<file path="src/rtl/tod_pkg.sv">
package tod_pkg;

  typedef enum logic [1:0] {
    SEL_SEC  = 2'd0,
    SEL_NS   = 2'd1,
    SEL_CFG  = 2'd2,
    SEL_NONE = 2'd3
  } wr_sel_e;

  localparam int unsigned NS_PER_SEC = 32'd1000000000;

endpackage

</file>
<file path="src/rtl/tod_cfg_regs.sv">
module tod_cfg_regs #(
  parameter int STEP_W = 8,
  parameter int CNT_W  = 8,
  parameter int DATA_W = 48
) (
  input  logic              clk,
  input  logic              rst_n,
  input  logic              load,
  input  logic [DATA_W-1:0] data,
  output logic [STEP_W-1:0] norm_step,
  output logic [STEP_W-1:0] alt_step,
  output logic [CNT_W-1:0]  rep_cnt
);

  localparam int ALT_LSB = STEP_W;
  localparam int CNT_LSB = 2 * STEP_W;

  logic [STEP_W-1:0] norm_d, alt_d;
  logic [CNT_W-1:0]  cnt_d;

  always_comb begin
    norm_d = norm_step;
    alt_d  = alt_step;
    cnt_d  = rep_cnt;
    if (load) begin
      norm_d = data[STEP_W-1:0];
      alt_d  = data[ALT_LSB +: STEP_W];
      cnt_d  = data[CNT_LSB +: CNT_W];
    end
  end

  always_ff @(posedge clk or negedge rst_n) begin
    if (!rst_n) begin
      norm_step <= '0;
      alt_step  <= '0;
      rep_cnt   <= '0;
    end else begin
      norm_step <= norm_d;
      alt_step  <= alt_d;
      rep_cnt   <= cnt_d;
    end
  end

endmodule

</file>
<file path="src/rtl/tod_step_gen.sv">
module tod_step_gen #(
  parameter int STEP_W = 8,
  parameter int CNT_W  = 8
) (
  input  logic              clk,
  input  logic              rst_n,
  input  logic              restart,
  input  logic              adv,
  input  logic [STEP_W-1:0] norm_step,
  input  logic [STEP_W-1:0] alt_step,
  input  logic [CNT_W-1:0]  rep_cnt,
  output logic [STEP_W-1:0] step,
  output logic              alt_sel
);

  logic [CNT_W-1:0] run_q, run_d;
  logic             alt_on;

  assign alt_on = (rep_cnt != '0);

  always_comb begin
    alt_sel = alt_on && (run_q == rep_cnt);
    step    = alt_sel ? alt_step : norm_step;
    run_d   = run_q;
    if (restart) begin
      run_d = '0;
    end else if (adv) begin
      if (alt_sel || !alt_on) run_d = '0;
      else                    run_d = run_q + CNT_W'(1);
    end
  end

  always_ff @(posedge clk or negedge rst_n) begin
    if (!rst_n) run_q <= '0;
    else        run_q <= run_d;
  end

endmodule

</file>
<file path="src/rtl/tod_time_acc.sv">
module tod_time_acc #(
  parameter int SEC_W  = 48,
  parameter int NS_W   = 30,
  parameter int STEP_W = 8,
  parameter int DATA_W = 48
) (
  input  logic              clk,
  input  logic              rst_n,
  input  logic              load_sec,
  input  logic              load_ns,
  input  logic              adv,
  input  logic [DATA_W-1:0] data,
  input  logic [STEP_W-1:0] step,
  output logic [SEC_W-1:0]  sec_q,
  output logic [NS_W-1:0]   ns_q
);

  import tod_pkg::*;

  localparam int SUM_W = NS_W + 1;
  localparam logic [SUM_W-1:0] WRAP = SUM_W'(NS_PER_SEC);

  logic [SUM_W-1:0] ns_sum;
  logic [SEC_W-1:0] sec_d;
  logic [NS_W-1:0]  ns_d;

  assign ns_sum = {1'b0, ns_q} + {{(SUM_W-STEP_W){1'b0}}, step};

  always_comb begin
    sec_d = sec_q;
    ns_d  = ns_q;
    if (load_sec) begin
      sec_d = data[SEC_W-1:0];
    end else if (load_ns) begin
      ns_d = data[NS_W-1:0];
    end else if (adv) begin
      if (ns_sum >= WRAP) begin
        ns_d  = NS_W'(ns_sum - WRAP);
        sec_d = sec_q + SEC_W'(1);
      end else begin
        ns_d = ns_sum[NS_W-1:0];
      end
    end
  end

  always_ff @(posedge clk or negedge rst_n) begin
    if (!rst_n) begin
      sec_q <= '0;
      ns_q  <= '0;
    end else begin
      sec_q <= sec_d;
      ns_q  <= ns_d;
    end
  end

endmodule

</file>
<file path="src/rtl/tod_read_snap.sv">
module tod_read_snap #(
  parameter int SEC_W = 48,
  parameter int NS_W  = 30
) (
  input  logic             clk,
  input  logic             rst_n,
  input  logic             cap,
  input  logic [SEC_W-1:0] sec_in,
  input  logic [NS_W-1:0]  ns_in,
  output logic             valid,
  output logic [SEC_W-1:0] sec_out,
  output logic [NS_W-1:0]  ns_out
);

  logic [SEC_W-1:0] sec_d;
  logic [NS_W-1:0]  ns_d;

  always_comb begin
    sec_d = cap ? sec_in : sec_out;
    ns_d  = cap ? ns_in  : ns_out;
  end

  always_ff @(posedge clk or negedge rst_n) begin
    if (!rst_n) begin
      valid   <= 1'b0;
      sec_out <= '0;
      ns_out  <= '0;
    end else begin
      valid   <= cap;
      sec_out <= sec_d;
      ns_out  <= ns_d;
    end
  end

endmodule

</file>
<file path="src/rtl/tod_clock.sv">
module tod_clock #(
  parameter int SEC_W  = 48,
  parameter int NS_W   = 30,
  parameter int STEP_W = 8,
  parameter int CNT_W  = 8,
  parameter int DATA_W = 48
) (
  input  logic              clk,
  input  logic              rst_n,
  input  logic              wr_en,
  input  logic [1:0]        wr_sel,
  input  logic [DATA_W-1:0] wr_data,
  input  logic              rd_en,
  output logic              rd_valid,
  output logic [SEC_W-1:0]  rd_sec,
  output logic [NS_W-1:0]   rd_ns
);

  import tod_pkg::*;

  logic rst_meta, rst_q;
  logic wr_s, wr_n, wr_c, any_wr, adv;
  logic [STEP_W-1:0] norm_step, alt_step, step;
  logic [CNT_W-1:0]  cfg_cnt;
  logic              alt_sel;
  logic [SEC_W-1:0]  sec_q;
  logic [NS_W-1:0]   ns_q;

  always_ff @(posedge clk or negedge rst_n) begin
    if (!rst_n) begin
      rst_meta <= 1'b0;
      rst_q    <= 1'b0;
    end else begin
      rst_meta <= 1'b1;
      rst_q    <= rst_meta;
    end
  end

  always_comb begin
    wr_s   = wr_en && (wr_sel == SEL_SEC);
    wr_n   = wr_en && (wr_sel == SEL_NS);
    wr_c   = wr_en && (wr_sel == SEL_CFG);
    any_wr = wr_s || wr_n || wr_c;
    adv    = !any_wr;
  end

  tod_cfg_regs #(.STEP_W(STEP_W), .CNT_W(CNT_W), .DATA_W(DATA_W)) u_cfg (
    .clk(clk), .rst_n(rst_q), .load(wr_c), .data(wr_data),
    .norm_step(norm_step), .alt_step(alt_step), .rep_cnt(cfg_cnt)
  );

  tod_step_gen #(.STEP_W(STEP_W), .CNT_W(CNT_W)) u_step (
    .clk(clk), .rst_n(rst_q), .restart(any_wr), .adv(adv),
    .norm_step(norm_step), .alt_step(alt_step), .rep_cnt(cfg_cnt),
    .step(step), .alt_sel(alt_sel)
  );

  tod_time_acc #(.SEC_W(SEC_W), .NS_W(NS_W), .STEP_W(STEP_W), .DATA_W(DATA_W)) u_acc (
    .clk(clk), .rst_n(rst_q), .load_sec(wr_s), .load_ns(wr_n), .adv(adv),
    .data(wr_data), .step(step), .sec_q(sec_q), .ns_q(ns_q)
  );

  tod_read_snap #(.SEC_W(SEC_W), .NS_W(NS_W)) u_rd (
    .clk(clk), .rst_n(rst_q), .cap(rd_en), .sec_in(sec_q), .ns_in(ns_q),
    .valid(rd_valid), .sec_out(rd_sec), .ns_out(rd_ns)
  );

endmodule

</file>
<file path="config.mk">
export PLATFORM = sky130hd
export DESIGN_NAME = tod_clock
export DESIGN_NICKNAME = d
export VERILOG_FILES = /design/src/rtl/tod_pkg.sv /design/src/rtl/tod_cfg_regs.sv /design/src/rtl/tod_step_gen.sv /design/src/rtl/tod_time_acc.sv /design/src/rtl/tod_read_snap.sv /design/src/rtl/tod_clock.sv
export SDC_FILE = /design/constraint.sdc
export NUM_CORES = 1
export LEC_CHECK = 0
export BUFFER_PORTS_ARGS = -buffer_cell sky130_fd_sc_hd__buf_4
export CAP_MARGIN = 20
export CORE_ASPECT_RATIO = 1.5
export CORE_MARGIN = 10
export CORE_UTILIZATION = 29
export DETAILED_ROUTE_END_ITERATION = 16
export HOLD_SLACK_MARGIN = 0.08
export RECOVER_POWER = 100
export SLEW_MARGIN = 20
export SYNTH_ARGS = -nofsm -noshare
export SYNTH_HDL_FRONTEND = slang
export SYNTH_SLANG_ARGS = --single-unit
</file>
<file path="constraint.sdc">
create_clock -name clk -period 12.29 [get_ports clk]
set_input_delay 2.458 -clock clk [delete_from_list [all_inputs] [get_ports clk]]
set_output_delay 2.458 -clock clk [all_outputs]
set_load 0.05 [all_outputs]
</file>
# [Word-level counts from Yosys, hierarchy flattened]
# Index checks and enable logic that the tools add are counted.
[totals] inputBits=54 reg_bits=191
[op_classes] add_sub_neg=4 n_reduce_logical=13 bitwise=1 mux=10 magnitude_cmp=1 n_eq_ne=6
[ops] op="$mux 48" count=4
[ops] op="$mux 30" count=3
[ops] op="$add 48x1->48 const B" count=1
[ops] op="$add 30x8->31" count=1
[ops] op="$ge 31x30->1 const B" count=1
[ops] op="$sub 30x30->30 const B" count=1
[ops] op="$mux 8" count=3
[ops] op="$add 8x1->8 const B" count=1
[ops] op="$eq 8x8->1" count=1
[ops] op="$reduce_bool 8->1" count=1
[ops] op="$ne 2x1->1 const B" count=3
[ops] op="$logic_and 1x1->1" count=4
[ops] op="$logic_or 1x1->1" count=3
[ops] op="$reduce_and 3->1" count=1
[ops] op="$eq 2x1->1 const B" count=1
[ops] op="$eq 2x2->1 const B" count=1
[ops] op="$logic_not 2->1" count=1
[ops] op="$reduce_and 2->1" count=1
[ops] op="$reduce_bool 2->1" count=1
[ops] op="$logic_not 1->1" count=1
[ops] op="$not 1->1" count=1

# [Logic depth before layout (Yosys ltp)]
[depth] ltp_word=9 mapped_depth=24

# [By module]
# A second synthesis with hierarchy kept.
[unflattened] cells_unflattened=994 area_unflattened_um2=10603.9
[by_module_without_submodules] mod="tod_time_acc" cells_per_inst=705 seq_area_each_um2=1951.9 n_inst=1 area_per_inst_um2=5870.6
[by_module_without_submodules] mod="tod_read_snap" cells_per_inst=166 seq_area_each_um2=1976.9 n_inst=1 area_per_inst_um2=3000.4
[by_module_without_submodules] mod="tod_cfg_regs" cells_per_inst=51 seq_area_each_um2=600.6 n_inst=1 area_per_inst_um2=997.2
[by_module_without_submodules] mod="tod_step_gen" cells_per_inst=64 seq_area_each_um2=200.2 n_inst=1 area_per_inst_um2=634.4
[by_module_without_submodules] mod="tod_clock" cells_per_inst=8 seq_area_each_um2=50.0 n_inst=1 area_per_inst_um2=101.3

# [Least setup slack after synthesis]
# OpenSTA, ideal clock, no wires.
[synth_path] kind="register -> register" startpoint="register u_cfg.rep_cnt[1]" endpoint="register u_acc.ns_q[22]" period_less_slack_ps=4686 arrival_time_ps=4609 path_buffers=1 required_time_ps=12213 slack_ps=7604 path_stages_with_launch=24 path_cell_list="dfrtp_1 > nor4_1 > nand2_1 > nand2_1 > mux2_2 > ha_1 > inv_1 > fa_1 > nor2b_4 > o31a_2 > o21a_2 > xnor2_4 > ha_1 > nor3b_1 > mux2i_1 > and4_1 > o31a_1 > o2111ai_2 > and3_1 > buf_6 > o211a_1 > xor2_1 > mux2_1 > a21oi_1"
[synth_via] elab_chain_cells=8 word_cells_on_any_way=10 cone_classes="add/sub (2); order compare (1); eq/ne (1); mux (4); reduce/logical (2)"
[synth_lines] element="start: declaration" line="tod_cfg_regs.sv:12" rtl="output logic [CNT_W-1:0] rep_cnt"
[synth_lines] element="start signal: assignment" line="tod_cfg_regs.sv:40" rtl="rep_cnt <= cnt_d;"
[synth_lines] element="$eq 8x8->1 or $reduce_bool 8->1 (tied branches)" line="tod_step_gen.sv:22, tod_step_gen.sv:19"
[synth_lines] element="$logic_and 1x1->1 (*)" line="tod_step_gen.sv:22" rtl="alt_sel = alt_on && (run_q == rep_cnt);"
[synth_lines] element="$mux 8 (*)" line="tod_step_gen.sv:23" rtl="step = alt_sel ? alt_step : norm_step;"
[synth_lines] element="$add 30x8->31 (*)" line="tod_time_acc.sv:27" rtl="assign ns_sum = {1'b0, ns_q} + {{(SUM_W-STEP_W){1'b0}}, step};"
[synth_lines] element="$sub 30x30->30 or $ge 31x30->1 (tied branches)" line="tod_time_acc.sv:38, tod_time_acc.sv:37"
[synth_lines] element="$mux 30 (*)" line="tod_time_acc.sv:37" rtl="if (ns_sum >= WRAP) begin"
[synth_lines] element="$mux 30 (*)" line="tod_time_acc.sv:36" rtl="end else if (adv) begin"
[synth_lines] element="$mux 30 (*)" line="tod_time_acc.sv:34" rtl="end else if (load_ns) begin"
[synth_lines] element="end signal: assignment" line="tod_time_acc.sv:52" rtl="ns_q <= ns_d;"
[synth_lines] element="end: declaration" line="tod_time_acc.sv:15" rtl="output logic [NS_W-1:0] ns_q"
# Every way passes the cells marked *; elsewhere a longest branch is shown, timed or not. The select of a mux whose other input is x is not followed.
# A chain may end at the register's enable or synchronous reset.

# [Worst setup path after layout]
[layout_path] startpoint="register u_step.run_q[0]" endpoint="register u_acc.sec_q[27]"
[layout_via] elab_chain_cells=7
[layout_lines] element="start: declaration" line="tod_step_gen.sv:16" rtl="logic [CNT_W-1:0] run_q, run_d;"
[layout_lines] element="start signal: assignment" line="tod_step_gen.sv:35" rtl="else run_q <= run_d;"
[layout_lines] element="$eq 8x8->1" line="tod_step_gen.sv:22"
[layout_lines] element="$logic_and 1x1->1" line="tod_step_gen.sv:22"
[layout_lines] element="$mux 8" line="tod_step_gen.sv:23"
[layout_lines] element="$add 30x8->31" line="tod_time_acc.sv:27"
[layout_lines] element="$ge 31x30->1" line="tod_time_acc.sv:37"
[layout_lines] element="$reduce_bool 2->1 (no line)"
[layout_lines] element="$reduce_and 3->1 (no line)"
[layout_lines] element="end signal: assignment" line="tod_time_acc.sv:48" rtl="sec_q <= '0;"
[layout_lines] element="end signal: assignment" line="tod_time_acc.sv:51" rtl="sec_q <= sec_d;"
[layout_lines] element="end: declaration" line="tod_time_acc.sv:14" rtl="output logic [SEC_W-1:0] sec_q,"
# Every way passes these cells.

==> qor.txt <==
result of the run - complete, but fails checks
violations in the final reports - capacitance limit, slew limit
Setup CP Type - reg2reg
kind of end point of the critical path - flop
Worst EP required - 12.61 ns
initial antenna violation count - 0
worst rel slew slack - -1.93
Avg WL per Cell - 20.3 um
largest buffer count on any clock path - 2
hold_sp - rst_meta$_DFF_PN0_
gate count of the mapped netlist - 1038
clock slew at reported path FFs - 0.07 ns
final period utilization - 0.552
number of placed I/O pins - 133
worst setup skew after layout - 0.0103 ns
Max Cap Viol - 3
detailed router's first-iteration violation count - 515
post-synth top area cell - sky130_fd_sc_hd__dfrtp_1
worst hold path type - reg2reg
via/cell ratio - 5.18
top-count cell post-synth - sky130_fd_sc_hd__dfrtp_1
count of endpoints failing setup in the final report - 0
final WL - 33.2 mm
transition at the pin with the smallest max-transition slack - 4.40 ns
most used flip-flop cell after synthesis - sky130_fd_sc_hd__dfrtp_1
insertion delay to the later sink of the worst-skew pair - 0.46 ns
met1 wire length - 12.8 mm
area growth from synthesis to layout - 15.4%
final hold slack - 0.361 ns
FF-to-FF Start - u_step.run_q[0]$_DFF_PN0_
CTS tree - done
maximum number of pins on one net before global-route repair - 80
wire length of the first global-routing pass - 51.1 mm
timing-limited maximum frequency - 147 MHz
post-route setup TNS - 0 ns
drt drc - 0
last weighted congestion value of the routability-driven placer - 0.934
routed wire length on met2 - 17.5 mm
fraction of the yosys area taken by sequential cells - 0.457
number of antenna diodes - 0
total vias in the final route - 8457
worst IR drop on VDD - 0.114 mV
combined area of all synthesized cells - 10500 um2
Finished Core Util - 0.338
number of enable-type register cells in the synthesized netlist - 0
depth of the worst register-to-register path - 23
core area - 35700 um2
area share of the largest cell type after synthesis - 0.457
share of post-route cells with drive strength above 1 - 0.193
worst r2r dst - u_acc.sec_q[27]$_DFFE_PN0P_
Resized Gates After CTS - 0
setup repair after global routing missed its margin - no
register bit total from synthesis - 191
termination of the worst setup path - u_acc.sec_q[27]$_DFFE_PN0P_
Max FO, Critical Path - 30
setup slack of the worst register-to-register path - 5.51 ns
Sinks on Clock Net - 191
width of the chip - 175 um
final global-route overflow total - 0
starting utilization of the core area - 0.293
clock period minus worst slack - 6.78 ns
CP Launch Type - flop
proportion of synthesized flip-flops having asynchronous set or reset - 1.00
Worst Slack Setup Final - 5.51 ns
Vert. Die Dim - 253 um
total power density per cell area - 223 nW/um2
post-placement worst setup slack - 6.59 ns
total power draw - 2.69 mW
row cnt - 85
Antenna Nets Post-Route - 0
final hold viol count - 0
total of buffers placed on input and output ports - 132
top layer in use - met4
via count of the first global-routing pass - 8641
# hold bufs at CTS - 0
Mapped Avg Cell Area - 10.1 um2
dominant cells by area after synthesis - sky130_fd_sc_hd__dfrtp_1, sky130_fd_sc_hd__mux2_2, sky130_fd_sc_hd__nand2_1
Final Max Slew Viols - 220
top cells by count, synth - sky130_fd_sc_hd__dfrtp_1, sky130_fd_sc_hd__nand2_1, sky130_fd_sc_hd__mux2_2
First-pass DRT Iterations - 5
buffer type at the clock tree root - sky130_fd_sc_hd__clkbuf_16
synthesized netlist net count - 1104
Overall Global Routing Usage - 0.148
Leakage - 4.76 nW
critical path arrival - 7.10 ns
total met3 wirelength after detailed routing - 1.35 mm
source of the critical timing path - u_step.run_q[0]$_DFF_PN0_
count of distinct cell types in the synthesized netlist - 90
HPWL after DPL - 25.1 mm
post-CTS setup buffers - 0
Yosys warning count - 0
number of nets in the layout - 1207
full die area - 44200 um2
H-tree depth - 4
number of buffers created by CTS - 17
## state kept, by name (all words and copies together) (netlist names)
register	flops
u_acc.ns_q	30
u_rd.ns_out	30
u_cfg.norm_step	8
u_rd.sec_out	48
rst_meta	1
rst_q	1
u_cfg.rep_cnt	8
u_acc.sec_q	48
u_step.run_q	8
u_cfg.alt_step	8
u_rd.valid	1
## area by class of cell
class | count | area [um2]
clock inverter | 13 | 153
fill | 3753 | 23700
clock buffer | 19 | 443
multi-input combinational | 770 | 5300
inverter | 22 | 82.6
sequential | 191 | 4780
tap | 478 | 598
timing repair buffer | 139 | 713
## placed cells by master (no fill, tap or decap), types with 4 or more instances in the layout
cell type                   netlist  routed
sky130_fd_sc_hd__and2_1           8       8
sky130_fd_sc_hd__ha_1            11      11
sky130_fd_sc_hd__o211a_1          4       4
sky130_fd_sc_hd__and3_1          16      17
sky130_fd_sc_hd__and4_1           4       4
sky130_fd_sc_hd__nor4_1           5       7
sky130_fd_sc_hd__a211oi_1         7       8
sky130_fd_sc_hd__o211ai_1        10      10
sky130_fd_sc_hd__o2111ai_1        5       6
sky130_fd_sc_hd__buf_4            4      51
sky130_fd_sc_hd__o21ai_1         14       8
sky130_fd_sc_hd__nor2_1          83      82
sky130_fd_sc_hd__a221oi_1         4       5
sky130_fd_sc_hd__clkbuf_1        26      89
sky130_fd_sc_hd__xnor2_1         34      34
sky130_fd_sc_hd__mux2i_1          5       5
sky130_fd_sc_hd__o21ai_0         53      59
sky130_fd_sc_hd__nand4_1         22      22
sky130_fd_sc_hd__xor2_1          37      37
sky130_fd_sc_hd__nor3_1          19      19
sky130_fd_sc_hd__nand2_1        116     116
sky130_fd_sc_hd__clkbuf_16        0      17
sky130_fd_sc_hd__dfrtp_1        191     191
sky130_fd_sc_hd__nand3b_1         4       4
sky130_fd_sc_hd__o22ai_1         14      14
sky130_fd_sc_hd__nand3_1         27      27
sky130_fd_sc_hd__inv_1           20      20
sky130_fd_sc_hd__mux2_2         112     112
sky130_fd_sc_hd__or3_1            5       5
sky130_fd_sc_hd__a21o_1           9       9
sky130_fd_sc_hd__o32ai_1          5       5
sky130_fd_sc_hd__o21a_1           3       4
sky130_fd_sc_hd__inv_6            0       4
sky130_fd_sc_hd__a21oi_1         60      60
## stage by stage
stage	area (um2)	std cells
3_5_place_dp	11900	1600
3_3_place_gp	11900	1600
6_report	12100	1632
5_1_grt	12100	1632
4_1_cts	12400	1632
2_1_floorplan	10500	1038
## logic make-up after synthesis
family	share of synthesized area
simple gates	0.153
compound gates	0.148
flops	0.457
mux	0.126
buf+inv	0.0333
xor+xnor	0.0668
fa+ha+maj	0.0151
other cells	0.000359
## worst max-delay path: stages, from the launching register on
cell	delay [ns]
sky130_fd_sc_hd__dfrtp_1	0.46
sky130_fd_sc_hd__xnor2_1	0.18
sky130_fd_sc_hd__nand4_1	0.13
sky130_fd_sc_hd__nor2_1	0.12
sky130_fd_sc_hd__nand2_1	0.22
sky130_fd_sc_hd__mux2_2	0.31
sky130_fd_sc_hd__ha_1	0.18
sky130_fd_sc_hd__inv_1	0.06
sky130_fd_sc_hd__fa_1	0.44
sky130_fd_sc_hd__nor2b_4	0.14
sky130_fd_sc_hd__o31a_2	0.19
sky130_fd_sc_hd__o21a_1	0.55
sky130_fd_sc_hd__xnor2_4	0.19
sky130_fd_sc_hd__ha_1	0.23
sky130_fd_sc_hd__nor3b_1	0.07
sky130_fd_sc_hd__mux2i_1	0.17
sky130_fd_sc_hd__and4_1	0.28
sky130_fd_sc_hd__o31a_1	0.17
sky130_fd_sc_hd__o2111ai_1	0.14
sky130_fd_sc_hd__nand4_1	0.12
sky130_fd_sc_hd__clkbuf_1	1.04
sky130_fd_sc_hd__nand2_1	0.82
sky130_fd_sc_hd__a21oi_1	0.36
sky130_fd_sc_hd__a311oi_1	0.08
## per-layer routing
metal / global-route usage / up-vias
met5: 0 / -
met2: 0.268 / 264
met4: 0.0823 / 0
li1: - / 3930
met3: 0.0274 / 72
met1: 0.158 / 4191
## how the worst min path moves through the flow
| stage | endpoint | slack (ns) | cells past startpoint |
|---|---|---|---|
| detailed placement | rst_q$_DFF_PN0_ | 0.35 | 0 |
| global placement | rst_q$_DFF_PN0_ | 0.34 | 0 |
| floorplan | rst_q$_DFF_PN0_ | 0.33 | 0 |
| global route | rst_q$_DFF_PN0_ | 0.38 | 0 |
| finish | rst_q$_DFF_PN0_ | 0.36 | 0 |
| CTS | rst_q$_DFF_PN0_ | 0.36 | 0 |
## where the power goes
part	switching [mW]	total, mW	internal, mW
sequential	0.197	0.996	0.799
combinational	0.752	1.12	0.370
clock	0.265	0.575	0.310
No activity file was read; power rests on OpenSTA's default activity.
